--- src/rtl/pwm_tick_pkg.sv ---
package pwm_tick_pkg;

    // Linear divider control states
    typedef enum logic [0:0] {
        DV_IDLE  = 1'b0,   // divider switched off, count held at zero
        DV_COUNT = 1'b1    // counting selected prescaler ticks
    } div_state_e;

    // Number of dividers behind the prescaler
    localparam int NUM_DIVIDERS = 2;

endpackage

--- src/rtl/pwm_prescaler.sv ---
module pwm_prescaler #(
    parameter int NTAPS = 11
) (
    input  logic             clk,
    input  logic             rst,
    input  logic             en,
    output logic [NTAPS-1:0] tap_o
);
    localparam int CW = NTAPS - 1;

    logic [CW-1:0] cnt_q;
    logic          run;

    assign run = en & ~rst;

    always_ff @(posedge clk) begin
        if (rst) begin
            cnt_q <= '0;
        end else if (en) begin
            cnt_q <= cnt_q + 1'b1;
        end
    end

    assign tap_o[0] = run;

    for (genvar k = 1; k < NTAPS; k++) begin : g_tap
        assign tap_o[k] = run & (&cnt_q[k-1:0]);
    end

endmodule

--- src/rtl/pwm_tap_mux.sv ---
module pwm_tap_mux #(
    parameter int NTAPS = 11,
    parameter int SEL_W = 4
) (
    input  logic [NTAPS-1:0] taps_i,
    input  logic [SEL_W-1:0] sel_i,
    output logic             tick_o,
    output logic             sel_ok_o
);
    always_comb begin
        tick_o   = 1'b0;
        sel_ok_o = 1'b0;
        for (int i = 0; i < NTAPS; i++) begin
            if (sel_i == SEL_W'(i)) begin
                tick_o   = taps_i[i];
                sel_ok_o = 1'b1;
            end
        end
    end
endmodule

--- src/rtl/pwm_lin_divider.sv ---
module pwm_lin_divider
    import pwm_tick_pkg::*;
#(
    parameter int DIV_W = 8,
    parameter int SEL_W = 4
) (
    input  logic             clk,
    input  logic             rst,
    input  logic             tick_i,
    input  logic             sel_ok_i,
    input  logic [SEL_W-1:0] sel_i,
    input  logic [DIV_W-1:0] div_i,
    output logic             pulse_o
);
    div_state_e       state_q, state_d;
    logic [DIV_W-1:0] cnt_q;
    logic [DIV_W-1:0] prev_div_q;
    logic [SEL_W-1:0] prev_sel_q;
    logic             changed;
    logic             active;
    logic             hit;

    assign changed = (div_i != prev_div_q) || (sel_i != prev_sel_q);
    assign active  = sel_ok_i && (div_i != '0);
    assign hit     = (cnt_q == DIV_W'(div_i - 1'b1));

    // state register
    always_ff @(posedge clk) begin
        if (rst) begin
            state_q    <= DV_IDLE;
            prev_div_q <= '0;
            prev_sel_q <= '0;
        end else begin
            state_q    <= state_d;
            prev_div_q <= div_i;
            prev_sel_q <= sel_i;
        end
    end

    // next state: ENABLE and DISABLE transitions
    always_comb begin
        state_d = state_q;
        unique case (state_q)
            DV_IDLE:  if (active)  state_d = DV_COUNT;
            DV_COUNT: if (!active) state_d = DV_IDLE;
            default:  state_d = DV_IDLE;
        endcase
    end

    // tick counter
    always_ff @(posedge clk) begin
        if (rst || changed || state_q == DV_IDLE) begin
            cnt_q <= '0;
        end else if (tick_i) begin
            cnt_q <= hit ? '0 : cnt_q + 1'b1;
        end
    end

    // output process
    always_comb begin
        pulse_o = 1'b0;
        unique case (state_q)
            DV_IDLE:  pulse_o = 1'b0;
            DV_COUNT: pulse_o = active && !changed && tick_i && hit;
            default:  pulse_o = 1'b0;
        endcase
    end
endmodule

--- src/rtl/pwm_tick_gen.sv ---
module pwm_tick_gen
    import pwm_tick_pkg::*;
#(
    parameter int NTAPS = 11,
    parameter int DIV_W = 8,
    parameter int SEL_W = 4
) (
    input  logic             clk,
    input  logic             rst,
    input  logic             en,
    input  logic [SEL_W-1:0] sel_a,
    input  logic [DIV_W-1:0] div_a,
    input  logic [SEL_W-1:0] sel_b,
    input  logic [DIV_W-1:0] div_b,
    output logic [NTAPS-1:0] tap_o,
    output logic             clk_a_o,
    output logic             clk_b_o
);
    logic [NUM_DIVIDERS-1:0][SEL_W-1:0] sel_v;
    logic [NUM_DIVIDERS-1:0][DIV_W-1:0] div_v;
    logic [NUM_DIVIDERS-1:0]            tick_v;
    logic [NUM_DIVIDERS-1:0]            ok_v;
    logic [NUM_DIVIDERS-1:0]            pulse_v;

    assign sel_v = {sel_b, sel_a};
    assign div_v = {div_b, div_a};

    pwm_prescaler #(.NTAPS(NTAPS)) u_pre (
        .clk   (clk),
        .rst   (rst),
        .en    (en),
        .tap_o (tap_o)
    );

    for (genvar d = 0; d < NUM_DIVIDERS; d++) begin : g_div
        pwm_tap_mux #(.NTAPS(NTAPS), .SEL_W(SEL_W)) u_mux (
            .taps_i   (tap_o),
            .sel_i    (sel_v[d]),
            .tick_o   (tick_v[d]),
            .sel_ok_o (ok_v[d])
        );

        pwm_lin_divider #(.DIV_W(DIV_W), .SEL_W(SEL_W)) u_div (
            .clk      (clk),
            .rst      (rst),
            .tick_i   (tick_v[d]),
            .sel_ok_i (ok_v[d]),
            .sel_i    (sel_v[d]),
            .div_i    (div_v[d]),
            .pulse_o  (pulse_v[d])
        );
    end

    assign clk_a_o = pulse_v[0];
    assign clk_b_o = pulse_v[1];
endmodule

--- config.mk ---
export PLATFORM = sky130hd
export DESIGN_NAME = pwm_tick_gen
export DESIGN_NICKNAME = d
export VERILOG_FILES = /design/src/rtl/pwm_tick_pkg.sv /design/src/rtl/pwm_prescaler.sv /design/src/rtl/pwm_tap_mux.sv /design/src/rtl/pwm_lin_divider.sv /design/src/rtl/pwm_tick_gen.sv
export SDC_FILE = /design/constraint.sdc
export NUM_CORES = 1
export LEC_CHECK = 0
export BUFFER_PORTS_ARGS = -buffer_cell sky130_fd_sc_hd__buf_2
export CORE_ASPECT_RATIO = 0.75
export CORE_UTILIZATION = 35
export CTS_BUF_LIST = sky130_fd_sc_hd__clkbuf_8
export DETAILED_ROUTE_END_ITERATION = 7
export GPL_TIMING_DRIVEN = 1
export SLEW_MARGIN = 40
export SYNTH_ARGS = -nofsm -noshare
export SYNTH_HDL_FRONTEND = slang
export SYNTH_SLANG_ARGS = --single-unit
--- constraint.sdc ---
create_clock -name clk -period 3 [get_ports clk]
set_input_delay 0 -clock clk [delete_from_list [all_inputs] [get_ports clk]]
set_output_delay 0 -clock clk [all_outputs]
set_load 0.03 [all_outputs]
==> summary.md <==
| Metric | Value |
|---|---|
| Switching pwr | `365 µW` |
| Comb power frac | `14.3%` |
| Hold Violations, Final | `0` |
| Vias | `2871` |
| Diodes inserted | `0` |
| Number of remaining DRC errors | `0` |
| TNS Setup | `0 ns` |
| Max VDD drop | `0.000261 V` |
| Worst Path Required | `3.00 ns` |
| Hold slack | `0.0124 ns` |
| Worst R2R Path Depth | `11` |
| Clk pwr share | `34.6%` |
| Synth Cell Area | `0.00330 mm²` |
| Final Cycle Share | `92.9%` |
| Worst slew margin | `69.1%` |
| Commonest non-fill, non-tap cell in the layout | `dfxtp_1` |
| Grt peak-use layer | `met1` |
| Max-slew violations | `0` |
| Clock skew | `0.00444 ns` |
| Final total power | `1410 µW` |
| Die area | `0.00983 mm²` |
| Cell Int Power | `1050 µW` |
| Synth Instances | `396` |
| Met3 usage | `3.67%` |
| Slowest stage delay, CP | `0.52 ns` |
| Most frequent cells in the layout | `51 x dfxtp_1, 39 x buf_2, 30 x xnor2_1` |
| Post-route ant nets | `0` |
| # rows | `30` |
| FILL cells | `942` |
| RSZ-0062 raised after global routing | `false` |
| Met1 usage | `25.7%` |
| Hold path start | `div_a[2]` |
| Largest net degree at the start of global routing | `30` |
| Starting Density | `36.2%` |
| Post-CTS Setup Bufs | `0` |
| Post-synth top area cell | `dfxtp_1` |
| Most used cell, CP | `buf_2` |
| Syn_area_per_cell | `8.34 µm²` |
| Warnings from Yosys | `0` |
| Main flop type after synthesis | `dfxtp_1` |
| Root buf cell | `clkbuf_8` |
| MaxCap Viol Count | `0` |
| Worst Hold Class | `in2reg` |
| Routability cong. | `0.834` |
| CP Max Fanout | `9` |
| Vias in the first global route | `2570` |
| Post-synthesis cell type count | `67` |
| Met2 Usage GRT | `22.6%` |
| Number of port buffers | `39` |
| Area grow syn2layout | `13.1%` |
| Die Ht | `86.1 µm` |
| FF-to-FF Start | `u_pre.cnt_q[0]` |
| Run status | `finished clean` |
| Static leakage | `0.00137 µW` |
| Clk sink count | `52` |
| Reg2Reg Setup Slack | `0.38 ns` |
| Tot GR Track Use | `16.6%` |
| Hold EP | `g_div[0].u_div.prev_div_q[2]` |
| Syn_nets | `431` |
| Skew-Pair Late Insertion Delay | `0.31 ns` |
| Sw Share | `25.8%` |
| Power Density | `378 mW/mm²` |
| First-pass GRT wire length | `12900 µm` |
| CTS Buf Count | `5` |
| F_max | `359 MHz` |
| DR vias/cell | `5.15` |
| Slowest cell on the critical path | `dlygate4sd3_1` |
| Post-Route WL | `7820 µm` |
| Period minus WS final | `2.79 ns` |
| Initial antenna violation count | `0` |
| Crit. End Element | `output port` |
| Reg clk slew, reported paths | `0.09 ns` |
| Worst hold path cell count | `2` |
| I/O pins | `40` |
| Share of layout cells above drive strength 1 | `15.4%` |
| Synthesized flop and latch total | `52` |
| Synth area leaders | `dfxtp_1 32%, xnor2_1 8.0%, xor2_1 4.8%` |
| Worst Path Arrival | `2.79 ns` |
| Area share of the largest cell type after synthesis | `31.5%` |
| Critical setup path kind | `in2out` |
| Final net count | `463` |
| Synth async-reset ratio | `0%` |
| Avg WL per Cell | `14.0 µm` |
| Htree depth | `2` |
| Post-synth EDFFs | `0` |
| Sequential power share | `51.2%` |
| Reg-to-Reg End | `g_div[1].u_div.cnt_q[7]` |
| Worst-margin pin slew | `0.461 ns` |
| CTS tree | `done` |
| Core outline area | `0.00912 mm²` |
| Setup crit start kind | `primary input` |
| Total gr overflow | `0` |
| Sequential cell area fraction in the yosys report | `31.5%` |
| Final Setup Violations | `0` |
| Die width | `114 µm` |
| Clk buf depth | `2` |
| Crit-path cells | `dlygate4sd3_1 -> buf_2 -> inv_1 -> ha_1 -> o21bai_1 -> a211oi_1 -> a31oi_1 -> o21ai_1 -> and2_1 -> nor3b_2 -> buf_2` |
| Drt pass-1 iters | `4` |
| 1st-iter DRT viols | `127` |
| DP HPWL | `5820 µm` |
==> power groups by stage <==
stage	combinational, µW	sequential (µW)	clock, µW
after floorplan	140	737	0
after global placement	188	738	0
after detailed placement	191	739	0
after CTS	202	724	507
after global routing	225	727	532
final	202	724	489
==> cells in the mapped netlist, types with 3 or more instances <==
cell      number
nor2_1        28
o21ai_0       16
and2_1         5
buf_6          5
or4_1          6
nor4_1         5
nand2_1       23
a21boi_0       3
nor3_1         7
o221ai_1       3
and3_1         6
ha_1           8
nor2b_1       20
o22ai_1        5
a31oi_1        6
a21oi_1       19
mux2i_1        5
buf_2          3
or3_1          3
nand2b_1       6
xnor2_1       30
nand3_1       16
or4b_1         4
inv_1         15
dfxtp_1       52
buf_4          4
xor2_1        18
nand4_1        8
clkbuf_1      14
nand3b_1       7
==> worst max path at each step <==
stage	cells after the start	to	slack (ns)	start
2_1_floorplan	11	clk_a_o	0.11	u_pre.cnt_q[0]
3_3_place_gp	11	g_div[1].u_div.cnt_q[3]	0.40	u_pre.cnt_q[0]
3_5_place_dp	11	g_div[1].u_div.cnt_q[7]	0.27	u_pre.cnt_q[0]
4_1_cts	11	clk_a_o	0.1	u_pre.cnt_q[0]
5_1_grt	11	clk_b_o	0.04	div_b[1]
6_report	11	clk_b_o	0.21	div_b[1]
==> area by class of cell <==
class                      instances  area [µm²]  share of cell area (%)
clock buffer                       5        68.8                    1.84
clock inverter                     3        42.5                    1.14
inverter                          15        56.3                    1.51
multi-input combinational        302        2050                    54.8
sequential                        52        1040                    27.9
tap                              128         160                    4.29
timing repair buffer              52         318                    8.50
==> cell families (layout without fill, tap and decap cells) <==
kind of cell	count (synthesis)	in the layout	synth area share (%)
simple gates	166	166	29.5
compound gates	74	74	14.7
flops	52	52	31.5
xor+xnor	48	48	12.7
buf+inv	42	75	6.67
fa+ha+maj	8	8	3.03
mux	6	6	1.86
==> layer usage <==
layer	up-vias	wire length (µm)	share of wire [%]
met5	-	0	0
met4	0	53	0.68
met3	5	372	4.8
met2	63	3090	39
met1	1335	4310	55
li1	1468	-	-
==> through the flow <==
stage                     worst slack [ns]  util, %  std cells  area, µm²
after floorplan                      0.113        -        396       3310
after global placement               0.396     38.6        539       3520
after detailed placement             0.271     38.6        539       3520
after CTS                           0.0963     40.9        557       3730
after global routing                0.0438     41.0        557       3740
final                                0.213     41.0        557       3740
==> sequential cells by signal (all words and copies together), names as in the netlist <==
name / cells
g_div.u_div.prev_div_q: 16
g_div.u_div.state_q: 2
u_pre.cnt_q: 10
g_div.u_div.cnt_q: 16
g_div.u_div.prev_sel_q: 8
==> repair_timing <==
action | 4_1_cts | 5_1_grt
resized for setup | 0 | 2
endpoints found under the setup margin | 0 | 3
hold buffers | 10 | 0
hold endpoints to repair | 10 | 0
==> critical path, delay by kind of cell <==
kind	cells	cell delay, ns
fa+ha+maj	1	0.28
simple gates	2	0.60
compound gates	4	0.90
buf+inv	4	0.98
(Power assumes the default switching activity.)
